==> src/rtl/msi_pkg.sv <==
package msi_pkg;
  // Register word offsets; the port decodes these three bits.
  localparam logic [2:0] OFS_DEST0 = 3'd0;
  localparam logic [2:0] OFS_DEST1 = 3'd1;
  localparam logic [2:0] OFS_MASK  = 3'd2;
  localparam logic [2:0] OFS_CLASS = 3'd3;
  localparam logic [2:0] OFS_LEVEL = 3'd4;
  localparam logic [2:0] OFS_PEND  = 3'd5;
  localparam logic [2:0] OFS_VIEW0 = 3'd6;
  localparam logic [2:0] OFS_VIEW1 = 3'd7;

  // Fixed on-chip source positions.
  localparam int SRC_EXT_BUS = 6;
  localparam int SRC_BUS_ERR = 7;

  // Low address bits that carry the message data.
  localparam int DATA_BITS = 5;
endpackage

==> src/rtl/msi_level_tracker.sv <==
module msi_level_tracker #(
  parameter int N_SRC = 16
) (
  input  logic             clk,
  input  logic             rst_n,
  input  logic [N_SRC-1:0] irq_i,
  output logic [N_SRC-1:0] level_o,
  output logic [N_SRC-1:0] rise_o
);
  for (genvar g = 0; g < N_SRC; g++) begin : g_src
    logic lvl_q;
    always_ff @(posedge clk or negedge rst_n) begin
      if (!rst_n) lvl_q <= 1'b0;
      else        lvl_q <= irq_i[g];
    end
    assign level_o[g] = lvl_q;
    // New assertion: input high while the stored level is still low.
    assign rise_o[g]  = irq_i[g] & ~lvl_q;
  end
endmodule

==> src/rtl/msi_regfile.sv <==
module msi_regfile
  import msi_pkg::*;
#(
  parameter int          N_SRC    = 16,
  parameter int          AW       = 32,
  parameter logic [AW-1:0] DEST_RST = 32'hFFFB_0003
) (
  input  logic             clk,
  input  logic             rst_n,
  input  logic             reg_en_i,
  input  logic             reg_we_i,
  input  logic [2:0]       reg_addr_i,
  input  logic [AW-1:0]    reg_wdata_i,
  output logic [AW-1:0]    reg_rdata_o,
  input  logic [N_SRC-1:0] level_i,
  input  logic [N_SRC-1:0] event_i,
  output logic [AW-1:0]    dest0_o,
  output logic [AW-1:0]    dest1_o,
  output logic [N_SRC-1:0] mask_o,
  output logic [N_SRC-1:0] cls_o
);
  logic [AW-1:0]    dest0_q, dest1_q, rdata_q, rd_mux;
  logic [N_SRC-1:0] mask_q, cls_q, pend_q, view0, view1;
  logic             wr, rd, pend_touch;

  assign wr         = reg_en_i & reg_we_i;
  assign rd         = reg_en_i & ~reg_we_i;
  assign pend_touch = reg_en_i & (reg_addr_i == OFS_PEND);
  assign view0      = level_i & mask_q & ~cls_q;
  assign view1      = level_i & mask_q & cls_q;

  always_comb begin
    unique case (reg_addr_i)
      OFS_DEST0: rd_mux = dest0_q;
      OFS_DEST1: rd_mux = dest1_q;
      OFS_MASK:  rd_mux = AW'(mask_q);
      OFS_CLASS: rd_mux = AW'(cls_q);
      OFS_LEVEL: rd_mux = AW'(level_i);
      OFS_PEND:  rd_mux = AW'(pend_q);
      OFS_VIEW0: rd_mux = AW'(view0);
      default:   rd_mux = AW'(view1);
    endcase
  end

  always_ff @(posedge clk or negedge rst_n) begin
    if (!rst_n) begin
      dest0_q <= DEST_RST;
      dest1_q <= DEST_RST;
      mask_q  <= '0;
      cls_q   <= '0;
      pend_q  <= '0;
      rdata_q <= '0;
    end else begin
      if (wr) begin
        case (reg_addr_i)
          OFS_DEST0: dest0_q <= reg_wdata_i;
          OFS_DEST1: dest1_q <= reg_wdata_i;
          OFS_MASK:  mask_q  <= reg_wdata_i[N_SRC-1:0];
          OFS_CLASS: cls_q   <= reg_wdata_i[N_SRC-1:0];
          default:   ;
        endcase
      end
      // Access clears; edges of the same cycle still land.
      pend_q <= (pend_touch ? '0 : pend_q) | event_i;
      if (rd) rdata_q <= rd_mux;
    end
  end

  assign reg_rdata_o = rdata_q;
  assign dest0_o     = dest0_q;
  assign dest1_o     = dest1_q;
  assign mask_o      = mask_q;
  assign cls_o       = cls_q;
endmodule

==> src/rtl/msi_dispatch.sv <==
module msi_dispatch
  import msi_pkg::*;
#(
  parameter int N_SRC = 16,
  parameter int AW    = 32,
  parameter int DW    = 32
) (
  input  logic             clk,
  input  logic             rst_n,
  input  logic [N_SRC-1:0] event_i,
  input  logic [N_SRC-1:0] cls_i,
  input  logic [AW-1:0]    dest0_i,
  input  logic [AW-1:0]    dest1_i,
  output logic             valid_o,
  input  logic             ready_i,
  output logic [AW-1:0]    addr_o,
  output logic [DW-1:0]    data_o,
  output logic [N_SRC-1:0] queued_o,
  output logic [N_SRC-1:0] pop_o
);
  logic [N_SRC-1:0] queued_q, pick, pop;
  logic [AW-1:0]    sel, addr_q;
  logic [DW-1:0]    data_q;
  logic             valid_q, load;

  // Isolate the lowest queued source.
  assign pick = queued_q & (~queued_q + 1'b1);
  assign load = (|queued_q) & (~valid_q | ready_i);
  assign pop  = load ? pick : '0;
  assign sel  = (|(pick & cls_i)) ? dest1_i : dest0_i;

  always_ff @(posedge clk or negedge rst_n) begin
    if (!rst_n) begin
      queued_q <= '0;
      valid_q  <= 1'b0;
      addr_q   <= '0;
      data_q   <= '0;
    end else begin
      queued_q <= (queued_q & ~pop) | event_i;
      if (load) begin
        valid_q <= 1'b1;
        addr_q  <= {sel[AW-1:DATA_BITS], {DATA_BITS{1'b0}}};
        data_q  <= DW'(sel[DATA_BITS-1:0]);
      end else if (ready_i) begin
        valid_q <= 1'b0;
      end
    end
  end

  assign valid_o  = valid_q;
  assign addr_o   = addr_q;
  assign data_o   = data_q;
  assign queued_o = queued_q;
  assign pop_o    = pop;
endmodule

==> src/rtl/msi_intr_ctrl.sv <==
module msi_intr_ctrl
  import msi_pkg::*;
#(
  parameter int N_SRC = 16,
  parameter int AW    = 32,
  parameter int DW    = 32
) (
  input  logic             clk,
  input  logic             rst_n,
  input  logic [N_SRC-1:0] irq_i,
  input  logic             reg_en_i,
  input  logic             reg_we_i,
  input  logic [2:0]       reg_addr_i,
  input  logic [AW-1:0]    reg_wdata_i,
  output logic [AW-1:0]    reg_rdata_o,
  output logic             msg_valid_o,
  input  logic             msg_ready_i,
  output logic [AW-1:0]    msg_addr_o,
  output logic [DW-1:0]    msg_data_o
);
  logic [N_SRC-1:0] level_w, rise_w, event_w, mask_w, cls_w, queued_w, pop_w;
  logic [AW-1:0]    dest0_w, dest1_w;

  assign event_w = rise_w & mask_w;

  msi_level_tracker #(.N_SRC(N_SRC)) u_level (
    .clk(clk), .rst_n(rst_n), .irq_i(irq_i),
    .level_o(level_w), .rise_o(rise_w)
  );

  msi_regfile #(.N_SRC(N_SRC), .AW(AW)) u_regs (
    .clk(clk), .rst_n(rst_n),
    .reg_en_i(reg_en_i), .reg_we_i(reg_we_i), .reg_addr_i(reg_addr_i),
    .reg_wdata_i(reg_wdata_i), .reg_rdata_o(reg_rdata_o),
    .level_i(level_w), .event_i(event_w),
    .dest0_o(dest0_w), .dest1_o(dest1_w), .mask_o(mask_w), .cls_o(cls_w)
  );

  msi_dispatch #(.N_SRC(N_SRC), .AW(AW), .DW(DW)) u_disp (
    .clk(clk), .rst_n(rst_n), .event_i(event_w), .cls_i(cls_w),
    .dest0_i(dest0_w), .dest1_i(dest1_w),
    .valid_o(msg_valid_o), .ready_i(msg_ready_i),
    .addr_o(msg_addr_o), .data_o(msg_data_o),
    .queued_o(queued_w), .pop_o(pop_w)
  );
endmodule

==> config.mk <==
export PLATFORM = sky130hd
export DESIGN_NAME = msi_intr_ctrl
export DESIGN_NICKNAME = d
export VERILOG_FILES = /design/src/rtl/msi_pkg.sv /design/src/rtl/msi_level_tracker.sv /design/src/rtl/msi_regfile.sv /design/src/rtl/msi_dispatch.sv /design/src/rtl/msi_intr_ctrl.sv
export SDC_FILE = /design/constraint.sdc
export NUM_CORES = 1
export LEC_CHECK = 0
export BUFFER_PORTS_ARGS = -buffer_cell sky130_fd_sc_hd__buf_2
export CAP_MARGIN = 15
export CORE_ASPECT_RATIO = 1.75
export CORE_MARGIN = 3
export CORE_UTILIZATION = 50
export DETAILED_ROUTE_END_ITERATION = 12
export PLACE_DENSITY = 0.68
export SKIP_CTS_REPAIR_TIMING = 1
export SLEW_MARGIN = 20
export SYNTH_ARGS = -nofsm -noshare
export SYNTH_HDL_FRONTEND = slang
export SYNTH_SLANG_ARGS = --single-unit
==> constraint.sdc <==
create_clock -name clk -period 7.8 [get_ports clk]
set_clock_uncertainty 0.2 [all_clocks]
set_input_delay 0.78 -clock clk [delete_from_list [all_inputs] [get_ports clk]]
set_output_delay 0.78 -clock clk [all_outputs]
set_load 0.02 [all_outputs]
* Word-level counts from Yosys, hierarchy flattened *
Cells that the tools add are included.

word-level totals
  register bits after elaboration = 209
  input bits = 56
  output and inout bits = 97

operators by class
  add/sub/neg operators = 1
  equal/unequal tests = 6
  mux-type cells = 6
  bitwise operators = 51
  reductions and logical operators = 8

operators with widths
  operator                                        count
  one-hot mux 32 bit (7 select lines)             1
  bitwise AND 16 bit                              7
  inverter 16 bit                                 3
  two-way mux 16 bit                              2
  two-way mux 32 bit                              1
  OR 16 bit                                       2
  OR reduction 16 bit                             2
  bitwise AND 1 bit                               20
  inverter 1 bit                                  18
  adder 16 x 1 -> 16 bit (second input constant)  1
  == test 3 bit (second input constant)           3
  AND reduction 2 bit                             4
  == test 3 x 2 -> 1 bit (second input constant)  2
  == test 3 x 1 -> 1 bit (second input constant)  1
  logical NOT 3 bit                               1
  two-way mux 1 bit                               2
  nonzero test 2 bit                              1
  OR 1 bit                                        1

* Depth between registers and ports, before layout *
  depth after elaboration = 7
  gate-level depth with buffers = 9
  mapped depth without buffers = 5

* By module *
Synthesis repeated with hierarchy kept, for this count alone.

unflattened totals
  cell total of the unflattened synthesis = 980
  area total of the unflattened synthesis = 11,040.6 um^2

modules (own cells, without submodules)
  module             instances  cells each  area an instance (um^2)  sequential area each (um^2)
  msi_regfile        1          537         6,696.4                  3,646.0
  msi_dispatch       1          379         3,503.4                  1,226.2
  msi_level_tracker  1          48          740.7                    400.4
  msi_intr_ctrl      1          16          100.1                    0.0

* Worst setup path after synthesis *
OpenSTA, ideal clock, no wires.

  kind = input-to-reg
  start = input port reg_addr_i[0]
  end = register u_regs.pend_q[14]
  setup time = 0.120 ns
  arrival = 2.301 ns
  required time = 7.480 ns
  path slack = 5.179 ns
  cell stages on the path = 8
  path buffers = 3
  path through = buf_2 -> clkbuf_1 -> nand2_1 -> nor2_1 -> nand2_1 -> clkbuf_1 -> nand2_1 -> nand2_1

on the way
  longest elaborated chain between the ends = 4

ends and longest elaborated chain
  element                 line                 source
  start: declaration      msi_intr_ctrl.sv:13  input logic [2:0] reg_addr_i,
  == test 3 bit           msi_regfile.sv:28    assign pend_touch = reg_en_i & (reg_addr_i == OFS_PEND);
  bitwise AND 1 bit       msi_regfile.sv:28
  two-way mux 16 bit      msi_regfile.sv:64    pend_q <= (pend_touch ? '0 : pend_q) | event_i;
  OR 16 bit               msi_regfile.sv:64
  end signal: assignment  msi_regfile.sv:64
  end: declaration        msi_regfile.sv:23    logic [N_SRC-1:0] mask_q, cls_q, pend_q, view0, view1;

No other way between the ends.
A chain may end at the register's enable or synchronous reset.

* Worst setup path after layout *
  start = register u_disp.queued_q[0] (netlist: u_disp.queued_o[0])
  end = register u_disp.addr_q[8] (netlist: u_disp.addr_o[8])

on the way
  longest elaborated chain between the ends = 6
  elaborated cells between the ends (all ways) = 8

ends and longest elaborated chain
  element                   line                source
  start: declaration        msi_dispatch.sv:21  logic [N_SRC-1:0] queued_q, pick, pop;
  start signal: assignment  msi_dispatch.sv:39  queued_q <= (queued_q & ~pop) | event_i;
  inverter 16 bit           msi_dispatch.sv:27  assign pick = queued_q & (~queued_q + 1'b1);
  adder 16 x 1 -> 16 bit    msi_dispatch.sv:27
  bitwise AND 16 bit        msi_dispatch.sv:27
  bitwise AND 16 bit        msi_dispatch.sv:30  assign sel = (|(pick & cls_i)) ? dest1_i : dest0_i;
  OR reduction 16 bit       msi_dispatch.sv:30
  two-way mux 32 bit        msi_dispatch.sv:30
  end signal: assignment    msi_dispatch.sv:42  addr_q <= {sel[AW-1:DATA_BITS], {DATA_BITS{1'b0}}};
  end: declaration          msi_dispatch.sv:22  logic [AW-1:0] sel, addr_q;

Several ways; a longest one is shown, not always the timed one.

==> results.md <==
- Outcome: complete, no violations
- Row count: 68
- Clk slew on worst S/H paths: 0.06 ns
- Area of the core: 20000 µm²
- Crit-path max FO: 32
- Fin util: 57.7%
- Wirelength per Cell: 21.7 µm
- Gpl congestion: 0.843
- Period utilisation layout: 41.3%
- CP cell instances: or3_1 -> or4_1 -> o21ba_2 -> o41ai_1 -> a31oi_2
- Largest net degree at the start of global routing: 87
- Htree depth: 1
- TritonCTS Buffers: 20
- CP bufs+invs: 0
- N_diodes: 0
- WS Path Type: flip-flop to flip-flop
- Post-layout min period: 3.22 ns
- Min-delay worst type: primary input to asynchronous set/reset pin
- Unique cell type count in the Yosys netlist: 57
- FF-to-FF path depth: 5
- CTS tree: yes
- Top_reg_cell synth: dfrtp_1
- CP delay by family, top: simple AND/OR/NAND/NOR gates
- Die extent in y: 196 µm
- Global-route wire length before repair: 43000 µm
- Filler instances: 1750
- Final Hold Vio Count: 0
- Worst setup SP type: flip-flop
- Slowest stage delay, CP: 0.88 ns
- Grt ovf: 0
- Post-synth EDFFs: 0
- Clock Sinks: 209
- Max Buffers Root-to-Sink: 3
- CP Data Arrival Time: 3.43 ns
- Slew @ Worst Pin: 1.11 ns
- Number of global-route vias before repair: 7899
- Total Wirelength: 27500 µm
- Mean area per synthesized cell: 11.1 µm²
- FF+latch count, synth: 209
- Die area: 22400 µm²
- Syn. warnings: 0
- Synthesized area: 10300 µm²
- Dpl hpwl: 17600 µm
- Post-route DRC: 0
- Max cap viols: 0
- Reg2reg end: u_disp.addr_o[8]
- RR Startpoint: u_disp.queued_o[0]
- Starting density of the core: 51.4%
- Worst slew margin: 25.5%
- Total Power: 0.00369 W
- Seq/Total Area, Yosys: 51.3%
- Pwr dens: 320 nW/µm²
- Commonest non-fill, non-tap cells in the layout: dfrtp_1, buf_2, mux2_2
- Async set-reset flop share out of synthesis: 100%
- Slew Viols, Final: 0
- Detail Route Antenna Nets: 0
- Worst R2R Setup Slack: 4.58 ns
- Worst VDD drop: 227 µV
- LEAKAGE: 5.08 nW
- Setup_tns: 0 ns
- Ports: 153
- Die W: 114 µm
- Clk root buf: clkbuf_16
- Slowest CP cell: o21ba_2
- Vias/cell: 6.10
- Worst EP required: 8.01 ns
- Final nets: 1065
- 1st-iter DRT viols: 561
- Most common cell after layout, fill and taps aside: dfrtp_1
- RSZ-0062 raised after global routing: false
- DR vias: 7741
- Port buffer count: 120
- Mapped Cells: 925
- Area Overhead vs Synth: 12.2%
- Fmax: 0.311 GHz
- Initial antenna violation count: 0
- GRT Total Usage: 24.2%
- Ratio of cells with drive above 1 in the final layout: 32.4%
- Clock latency on the worst-skew pair: 0.50 ns
- First-pass iteration count of the detailed router: 5
- Final setup violation count: 0
- Critical path endpoint category: flip-flop
[report_power, final]
part | leakage, nW | switching [W] | internal, W | total [W]
Combinational | 2.28 | 0.000648 | 0.000435 | 0.00108
Clock | 0.325 | 0.000413 | 0.000591 | 0.00100
Sequential | 2.47 | 0.000216 | 0.00138 | 0.00160
Total | 5.08 | 0.00128 | 0.00241 | 0.00369
[worst max-delay path by stage]
stage / start / end / slack (ns) / cells after the start
after floorplan: reg_addr_i[0] / u_regs.pend_q[14] / 5.18 / 8
after global placement: reg_addr_i[1] / u_regs.cls_o[10] / 4.34 / 6
after CTS: u_disp.queued_o[0] / u_disp.addr_o[8] / 4.59 / 5
final: u_disp.queued_o[0] / u_disp.addr_o[8] / 4.58 / 5
after detailed placement: reg_addr_i[1] / u_regs.cls_o[12] / 4.28 / 6
after global routing: u_disp.queued_o[0] / u_disp.addr_o[6] / 4.46 / 7
[per-layer routing]
layer | share of wire [%] | vias to the layer above | global-route usage, %
li1 | - | 3512 | -
met1 | 39 | 3867 | 29.8
met2 | 51 | 290 | 42.3
met3 | 6.1 | 72 | 3.21
met4 | 3.2 | 0 | 9.73
met5 | 0 | - | 0
[metrics by stage]
| step | worst slack, ns | std cells | hold WS (ns) | area [µm²] |
|---|---|---|---|---|
| floorplan | 5.18 | 956 | 0.241 | 10400 |
| global placement | 4.34 | 1232 | 0.257 | 10900 |
| detailed placement | 4.28 | 1232 | 0.264 | 10900 |
| CTS | 4.59 | 1268 | 0.147 | 11500 |
| global route | 4.46 | 1268 | 0.169 | 11500 |
| finish | 4.58 | 1268 | 0.128 | 11500 |
[cells in the mapped netlist (2+ instances only)]
| master | count | area, µm² |
|---|---|---|
| a2bb2oi_1 | 4 | 35.0 |
| and3_1 | 8 | 50.1 |
| a22oi_1 | 4 | 30.0 |
| o21ai_0 | 47 | 235 |
| buf_2 | 18 | 90.1 |
| a21oi_1 | 19 | 95.1 |
| o31ai_1 | 7 | 52.6 |
| nor2_1 | 37 | 139 |
| nand2_1 | 95 | 357 |
| inv_1 | 4 | 15.0 |
| clkbuf_1 | 43 | 161 |
| a21boi_0 | 32 | 240 |
| and2_1 | 3 | 18.8 |
| o21a_1 | 8 | 60.1 |
| a31oi_2 | 3 | 37.5 |
| nand4_1 | 33 | 206 |
| a22o_1 | 2 | 17.5 |
| mux4_2 | 8 | 180 |
| dfrtp_1 | 175 | 4380 |
| nand3_1 | 5 | 25.0 |
| a31oi_1 | 34 | 213 |
| mux2_2 | 98 | 1100 |
| mux2i_1 | 25 | 250 |
| or3_1 | 4 | 25.0 |
| o22ai_1 | 6 | 37.5 |
| buf_1 | 4 | 15.0 |
| nand2b_1 | 13 | 81.3 |
| a211oi_1 | 2 | 15.0 |
| or2_2 | 4 | 25.0 |
| nand3b_1 | 20 | 150 |
| buf_6 | 8 | 90.1 |
| a221oi_1 | 8 | 70.1 |
| a21o_1 | 7 | 52.6 |
| dfstp_2 | 34 | 893 |
| nor2_2 | 3 | 18.8 |
| o41ai_1 | 34 | 298 |
| nor2b_1 | 12 | 75.1 |
| buf_4 | 33 | 248 |
| or4_1 | 3 | 22.5 |
[registers in the layout (all words and copies together) (netlist names), 27 cells and up]
register,cells
u_regs.dest0_o,32
u_regs.dest1_o,32
u_regs.reg_rdata_o,32
u_disp.addr_o,27
[worst reg2reg max path: stages (launching register included)]
cell	delay, ns
dfrtp_1	0.42
or3_1	0.55
or4_1	0.71
o21ba_2	0.89
o41ai_1	0.17
a31oi_2	0.21
[final cells by class]
type | instances | area, µm² | share of cell area [%]
clock buffers | 31 | 593 | 5.14
clock inverters | 5 | 77.6 | 0.672
inverters | 4 | 15.0 | 0.130
multi-input cells | 637 | 4540 | 39.3
flip-flops and latches | 209 | 5270 | 45.7
well taps | 245 | 307 | 2.66
repair buffers | 137 | 737 | 6.39
[logic make-up after synthesis]
| kind of cell | Yosys count | share of synthesized area [%] |
|---|---|---|
| other | 1 | 0.0365 |
| buffers and inverters | 110 | 6.03 |
| muxes | 131 | 14.9 |
| and+or+nand+nor | 245 | 12.0 |
| DFF | 209 | 51.3 |
| xor gates and xnor gates | 1 | 0.0852 |
| AOI/OAI and AO/OA | 228 | 15.6 |
Note: power is estimated with default switching activity, not from simulation.
